--- config.mk ---
export PLATFORM = sky130hd
export DESIGN_NAME = fir3_step_unit
export DESIGN_NICKNAME = d
export VERILOG_FILES = /design/src/rtl/fir3_pkg.sv /design/src/rtl/fir3_delay_line.sv /design/src/rtl/fir3_dot_sat.sv /design/src/rtl/fir3_ptr.sv /design/src/rtl/fir3_step_unit.sv
export SDC_FILE = /design/constraint.sdc
export NUM_CORES = 2
export LEC_CHECK = 0
export ABC_AREA = 1
export BUFFER_PORTS_ARGS = -buffer_cell sky130_fd_sc_hd__buf_4
export CORE_MARGIN = 5
export CORE_UTILIZATION = 55
export CTS_BUF_LIST = sky130_fd_sc_hd__clkbuf_8
export CTS_CLUSTER_SIZE = 8
export DETAILED_ROUTE_END_ITERATION = 7
export PLACE_DENSITY = 0.78
export SLEW_MARGIN = 0
export SYNTH_ARGS = -nofsm -noshare
export SYNTH_HDL_FRONTEND = slang
export SYNTH_HIERARCHICAL = 1
export SYNTH_SLANG_ARGS = --single-unit
--- constraint.sdc ---
create_clock -name clk_i -period 10.75 [get_ports clk_i]
set_input_delay 1.075 -clock clk_i [delete_from_list [all_inputs] [get_ports clk_i]]
set_output_delay 1.075 -clock clk_i [all_outputs]
set_load 0.05 [all_outputs]
--- src/rtl/fir3_pkg.sv ---
`timescale 1ns/1ps
package fir3_pkg;
  localparam int NTAPS = 3;

  typedef enum logic [2:0] {
    OP_NOP     = 3'd0,
    OP_FIR     = 3'd1,
    OP_CLRSAMP = 3'd2,
    OP_SETPTR  = 3'd3,
    OP_SETC01  = 3'd4,
    OP_SETC2   = 3'd5
  } fir3_op_e;
endpackage

--- src/rtl/fir3_delay_line.sv ---
`timescale 1ns/1ps
module fir3_delay_line #(
  parameter int DATA_W = 16,
  parameter int DEPTH  = 2
) (
  input  logic                          clk_i,
  input  logic                          rst_ni,
  input  logic                          shift_i,
  input  logic                          clr_i,
  input  logic [DATA_W-1:0]             din_i,
  output logic [DEPTH-1:0][DATA_W-1:0]  tap_o
);

  for (genvar k = 0; k < DEPTH; k++) begin : g_stage
    logic [DATA_W-1:0] nxt;
    if (k == 0) begin : g_head
      assign nxt = din_i;
    end else begin : g_body
      assign nxt = tap_o[k-1];
    end

    always_ff @(posedge clk_i or negedge rst_ni) begin
      if (!rst_ni)      tap_o[k] <= '0;
      else if (clr_i)   tap_o[k] <= '0;
      else if (shift_i) tap_o[k] <= nxt;
    end
  end

  AST_HEAD_LOAD: assert property (@(posedge clk_i) disable iff (!rst_ni)
    (shift_i && !clr_i) |=> tap_o[0] == $past(din_i));

  if (DEPTH > 1) begin : g_chain_chk
    AST_SHIFT_CHAIN: assert property (@(posedge clk_i) disable iff (!rst_ni)
      (shift_i && !clr_i) |=> tap_o[1] == $past(tap_o[0]));
  end

  AST_CLEAR_ALL: assert property (@(posedge clk_i) disable iff (!rst_ni)
    clr_i |=> tap_o == '0);

endmodule

--- src/rtl/fir3_dot_sat.sv ---
`timescale 1ns/1ps
module fir3_dot_sat #(
  parameter int DATA_W = 16,
  parameter int NTAPS  = 3
) (
  input  logic [NTAPS-1:0][DATA_W-1:0] x_i,
  input  logic [NTAPS-1:0][DATA_W-1:0] c_i,
  output logic [DATA_W-1:0]            y_o
);
  localparam int PROD_W = 2 * DATA_W;
  localparam int SUM_W  = PROD_W + $clog2(NTAPS);
  localparam logic signed [SUM_W-1:0] MAX_V = SUM_W'((64'sd1 <<< (DATA_W-1)) - 1);
  localparam logic signed [SUM_W-1:0] MIN_V = -SUM_W'(64'sd1 <<< (DATA_W-1));

  logic signed [PROD_W-1:0] prod [NTAPS];
  logic signed [SUM_W-1:0]  sum;

  for (genvar k = 0; k < NTAPS; k++) begin : g_mul
    assign prod[k] = $signed(x_i[k]) * $signed(c_i[k]);
  end

  always_comb begin
    sum = '0;
    for (int k = 0; k < NTAPS; k++) sum = sum + SUM_W'(prod[k]);
  end

  always_comb begin
    if (sum > MAX_V)      y_o = MAX_V[DATA_W-1:0];
    else if (sum < MIN_V) y_o = MIN_V[DATA_W-1:0];
    else                  y_o = sum[DATA_W-1:0];
  end

  // clamp must never flip the sign of the true sum
  always_comb begin
    if (sum < 0) AST_SAT_SIGN_NEG: assert (y_o[DATA_W-1]);
    if (sum > 0) AST_SAT_SIGN_POS: assert (!y_o[DATA_W-1]);
  end

endmodule

--- src/rtl/fir3_ptr.sv ---
`timescale 1ns/1ps
module fir3_ptr #(
  parameter int ADDR_W = 16
) (
  input  logic              clk_i,
  input  logic              rst_ni,
  input  logic              load_i,
  input  logic [ADDR_W-1:0] load_val_i,
  input  logic              inc_i,
  output logic [ADDR_W-1:0] ptr_o
);
  always_ff @(posedge clk_i or negedge rst_ni) begin
    if (!rst_ni)     ptr_o <= '0;
    else if (load_i) ptr_o <= load_val_i;
    else if (inc_i)  ptr_o <= ptr_o + ADDR_W'(1); // wraps naturally
  end
endmodule

--- src/rtl/fir3_step_unit.sv ---
`timescale 1ns/1ps
module fir3_step_unit
  import fir3_pkg::*;
#(
  parameter int DATA_W = 16,
  parameter int ADDR_W = 16
) (
  input  logic              clk_i,
  input  logic              rst_ni,
  input  logic [2:0]        op_i,
  input  logic [DATA_W-1:0] reg_a_i,
  input  logic [DATA_W-1:0] reg_b_i,
  output logic [ADDR_W-1:0] rd_addr_o,
  input  logic [DATA_W-1:0] rd_data_i,
  output logic              wr_en_o,
  output logic [ADDR_W-1:0] wr_addr_o,
  output logic [DATA_W-1:0] wr_data_o
);
  localparam int HIST = NTAPS - 1;

  fir3_op_e op;
  logic     is_fir, is_clr, is_setptr, is_setc01, is_setc2;

  logic [HIST-1:0][DATA_W-1:0]  hist;
  logic [NTAPS-1:0][DATA_W-1:0] x_vec;
  logic [NTAPS-1:0][DATA_W-1:0] coef;

  assign op        = fir3_op_e'(op_i);
  assign is_fir    = (op == OP_FIR);
  assign is_clr    = (op == OP_CLRSAMP);
  assign is_setptr = (op == OP_SETPTR);
  assign is_setc01 = (op == OP_SETC01);
  assign is_setc2  = (op == OP_SETC2);

  fir3_delay_line #(.DATA_W(DATA_W), .DEPTH(HIST)) u_hist (
    .clk_i  (clk_i),
    .rst_ni (rst_ni),
    .shift_i(is_fir),
    .clr_i  (is_clr),
    .din_i  (rd_data_i),
    .tap_o  (hist)
  );

  // tap 0 is the sample being read now; older taps come from history
  for (genvar k = 0; k < NTAPS; k++) begin : g_xvec
    if (k == 0) begin : g_new
      assign x_vec[k] = rd_data_i;
    end else begin : g_old
      assign x_vec[k] = hist[k-1];
    end
  end

  always_ff @(posedge clk_i or negedge rst_ni) begin
    if (!rst_ni) begin
      coef <= '0;
    end else if (is_setc01) begin
      coef[0] <= reg_a_i;
      coef[1] <= reg_b_i;
    end else if (is_setc2) begin
      coef[2] <= reg_a_i;
    end
  end

  fir3_dot_sat #(.DATA_W(DATA_W), .NTAPS(NTAPS)) u_dot (
    .x_i(x_vec),
    .c_i(coef),
    .y_o(wr_data_o)
  );

  fir3_ptr #(.ADDR_W(ADDR_W)) u_in_ptr (
    .clk_i     (clk_i),
    .rst_ni    (rst_ni),
    .load_i    (is_setptr),
    .load_val_i(ADDR_W'(reg_a_i)),
    .inc_i     (is_fir),
    .ptr_o     (rd_addr_o)
  );

  fir3_ptr #(.ADDR_W(ADDR_W)) u_out_ptr (
    .clk_i     (clk_i),
    .rst_ni    (rst_ni),
    .load_i    (is_setptr),
    .load_val_i(ADDR_W'(reg_b_i)),
    .inc_i     (is_fir),
    .ptr_o     (wr_addr_o)
  );

  assign wr_en_o = is_fir;

  AST_IN_PTR_STEP: assert property (@(posedge clk_i) disable iff (!rst_ni)
    (op_i == 3'd1) |=> rd_addr_o == ($past(rd_addr_o) + ADDR_W'(1)));

  AST_OUT_PTR_STEP: assert property (@(posedge clk_i) disable iff (!rst_ni)
    (op_i == 3'd1) |=> wr_addr_o == ($past(wr_addr_o) + ADDR_W'(1)));

  AST_SETPTR_LOAD: assert property (@(posedge clk_i) disable iff (!rst_ni)
    (op_i == 3'd3) |=> (rd_addr_o == ADDR_W'($past(reg_a_i))) &&
                       (wr_addr_o == ADDR_W'($past(reg_b_i))));

  AST_IDLE_HOLD: assert property (@(posedge clk_i) disable iff (!rst_ni)
    (op_i == 3'd0 || op_i > 3'd5) |=> $stable(rd_addr_o) && $stable(wr_addr_o));

endmodule

==> out/qor.csv <==
stage,metric,value,unit
synthesis,sequential-to-total area share from yosys stat,7.37,%
routing,total wire length after detailed routing,99800,microns
die,area of the die,74500,sq um
outcome,status,"finished, final reports clean",
synthesis,area share of the largest cell type after synthesis,49.1,%
min_path,hold-critical path depth,2,
setup_path,type of the setup path with the least slack,flop to primary output,
timing,final setup vio count,0,
synthesis,number of instances in the synthesized netlist,4700,
routing,average vias per placed instance,5.09,
finish,fraction of layout cells with a size suffix above 1,5.25,%
die,area of the placeable core,68600,sq um
setup_path,worst stage delay on the critical path,0.69,ns
synthesis,cell type with the highest aggregate area in the netlist,sky130_fd_sc_hd__fa_1,
timing,tightest slew margin relative to the limit,30.0,%
min_path,worst hold endpoint,coef[15],
synthesis,ranking of synthesized cells by instance count,"sky130_fd_sc_hd__inv_1, sky130_fd_sc_hd__nand2_1, sky130_fd_sc_hd__fa_1",
timing,clock skew after layout,0.0214,ns
setup_path,most used cell along the critical path,sky130_fd_sc_hd__fa_1,
finish,signed area change from the synthesized netlist to the final layout,3.95,%
timing,"Hold Violations, Final",0,
synthesis,Cell variety after synth,39,
timing,final critical path time including I/O delays and setup,10.20,ns
synthesis,area of the mapped netlist,38000,sq um
synthesis,cell types occupying the most area after synthesis,"sky130_fd_sc_hd__fa_1, sky130_fd_sc_hd__inv_1, sky130_fd_sc_hd__nand2_1",
synthesis,most instantiated library cell after synthesis,sky130_fd_sc_hd__inv_1,
die,I/O pin cnt,102,
synthesis,Post-synth ARST share,100,%
setup_path,Worst R2R Path Depth,3,
placed_design,number of buffers inserted by port buffering,101,
timing,number of max-slew violations in the final report,0,
clocking,Worst-path clk slew,0.11,ns
routing,remaining design rule violation count,0,
global_route,maximum number of pins on one net before global-route repair,61,
routing,WL/cell,17.9,microns
synthesis,Syn Area/Cell,8.09,sq um
clocking,clock tree from TritonCTS,yes,
clocking,number of buffers between clock root and the deepest sink,2,
clocking,PostCTS Resize Cnt,0,
min_path,Hold Crit Class,flop to flop,
min_path,worst hold path startpoint,coef[15],
setup_path,R2R Setup Slk,9.27,ns
global_route,via count of the first global-routing pass,30700,
setup_path,critical-path maximum fanout,15,
die,Horiz. Die Dim,273,microns
setup_path,endpoint of the lowest-slack register-to-register path,u_hist/tap_o[22],
finish,Post-layout nets,5835,
timing,achievable clock frequency,98.0,MHz
timing,pin slew with the least headroom to its limit,1.05,ns
routing,detailed router's first-iteration violation count,1945,
routing,via count,28400,
setup_path,required time reported for the critical path endpoint,9.68,ns
global_route,global-route wire length before repair,162000,microns
clocking,number of buffers created by CTS,9,
setup_path,CP endpoint kind,primary output,
synthesis,most frequently used flop master after synthesis,sky130_fd_sc_hd__dfrtp_1,
clocking,Max H-tree Level,3,
setup_path,RR Startpoint,u_hist/g_stage[1].nxt[6],
synthesis,number of flops mapped to enable cells by yosys,0,
timing,final sum of negative setup slack,0,ns
setup_path,highest-delay cell along the critical path,sky130_fd_sc_hd__fa_1,
routing,number of iterations in the first detailed-routing pass,5,
synthesis,flip-flop and latch count after synthesis,112,
finish,number of fill cells,6074,
setup_path,arrival time at the worst endpoint,9.13,ns
placed_design,detailed placer's ending HPWL,85700,microns
timing,post-route clock period utilization,94.9,%
placed_design,Final Wtd Congestion,0.962,
setup_path,type of element launching the critical path,flop,
clocking,clock latency at the later pin of the worst-skew pair,0.44,ns
global_route,antenna violations before repair,2,
global_route,gr ovfl total,0,
die,height of the die,273,microns
clocking,root cell of the clock tree,sky130_fd_sc_hd__clkbuf_8,
clocking,count of clock tree sinks,112,
global_route,overall fraction of global-route tracks in use,27.7,%
synthesis,total nets after synthesis,5888,
timing,unrepaired setup endpoints after global routing,no,
die,starting density of the core,55.5,%
clocking,buffers inserted during post-CTS setup optimization,0,
clocking,CTS Hold Bufs,0,
run,maxcap violations,0,
synthesis,number of warning messages in the yosys log,6,
die,count of standard-cell rows,96,
routing,post-detailed-route count of antenna-violating nets,0,
## through the flow
step                worst slack, ns  hold slack [ns]  util (%)  instances  area, sq um
floorplan                      1.19            0.440         -       4700        38000
global placement              0.734            0.522      57.3       5567        39300
finish                        0.548            0.549      57.6       5584        39500
CTS                           0.376            0.550      57.6       5583        39500
detailed placement            0.686            0.522      57.3       5567        39300
global route               0.000369            0.583      57.6       5583        39500
## how the worst max path moves through the flow
stage / from / to / slack, ns / cells after the start
after floorplan: rd_data_i[14] / wr_data_o[10] / 1.19 / 34
after global placement: rd_data_i[15] / wr_data_o[1] / 0.73 / 31
after detailed placement: rd_data_i[15] / wr_data_o[13] / 0.69 / 31
after CTS: u_hist/g_stage[1].nxt[15] / wr_data_o[3] / 0.38 / 33
after global routing: coef[3] / wr_data_o[6] / 0.0004 / 31
final: u_hist/g_stage[1].nxt[15] / wr_data_o[3] / 0.55 / 33
## cells by family after synthesis
group | share of synthesized area [%]
simple gates | 17.2
compound gates | 1.31
fa+ha+maj | 55.7
xor+xnor | 0.714
flops | 7.37
buf+inv | 17.7
## per-layer routing
layer	wire length, microns	GRT usage, %
met5	9	0
met4	6750	14.6
met3	7580	4.50
met2	48100	46.5
met1	37400	34.9
## area by class of cell
class                           instances  area (sq um)  area share, %
Timing Repair Buffer                  127           953           2.41
Inverter                             1568          5890           14.9
Clock buffer                           10           138          0.348
Antenna cell                            1          2.50        0.00633
Clock inverter                          6          72.6          0.184
Tap cell                              931          1160           2.95
Multi-Input combinational cell       2829         28500           72.1
Sequential cell                       112          2810           7.10
## critical path, delay by kind of cell (launching register included)
kind | cells | cell delay [ns]
buffers and inverters | 7 | 0.79
and+or+nand+nor | 16 | 1.99
DFF | 1 | 0.52
adders and majority gates | 10 | 5.39
## layout by cell type (no fill, tap or decap), types with 6 or more instances in the layout
| master | instances |
|---|---|
| sky130_fd_sc_hd__xor2_1 | 16 |
| sky130_fd_sc_hd__nand2_2 | 23 |
| sky130_fd_sc_hd__nor2_2 | 15 |
| sky130_fd_sc_hd__fa_1 | 932 |
| sky130_fd_sc_hd__nor3_1 | 8 |
| sky130_fd_sc_hd__ha_1 | 203 |
| sky130_fd_sc_hd__inv_1 | 1560 |
| sky130_fd_sc_hd__dfrtp_1 | 108 |
| sky130_fd_sc_hd__nand3_1 | 124 |
| sky130_fd_sc_hd__xnor2_1 | 15 |
| sky130_fd_sc_hd__buf_4 | 127 |
| sky130_fd_sc_hd__nand2_1 | 1230 |
| sky130_fd_sc_hd__a22oi_1 | 20 |
| sky130_fd_sc_hd__clkbuf_8 | 10 |
| sky130_fd_sc_hd__o21ai_1 | 10 |
| sky130_fd_sc_hd__o21bai_1 | 9 |
| sky130_fd_sc_hd__nand3_2 | 12 |
| sky130_fd_sc_hd__inv_2 | 7 |
| sky130_fd_sc_hd__or2_2 | 31 |
| sky130_fd_sc_hd__nand4_1 | 34 |
| sky130_fd_sc_hd__nor2_1 | 89 |
| sky130_fd_sc_hd__a21oi_1 | 28 |
| sky130_fd_sc_hd__nand3b_1 | 6 |
## state kept, by name, summed over array words and instances (netlist names)
| name | count |
|---|---|
| coef | 48 |
| u_hist/g_stage.nxt | 16 |
| u_hist/tap_o | 16 |
| u_in_ptr/ptr_o | 16 |
| u_out_ptr/ptr_o | 16 |
Power is left out: the tool's default activity adds up to more than one toggle a clock period on the data nets, which glitch-free logic cannot reach.
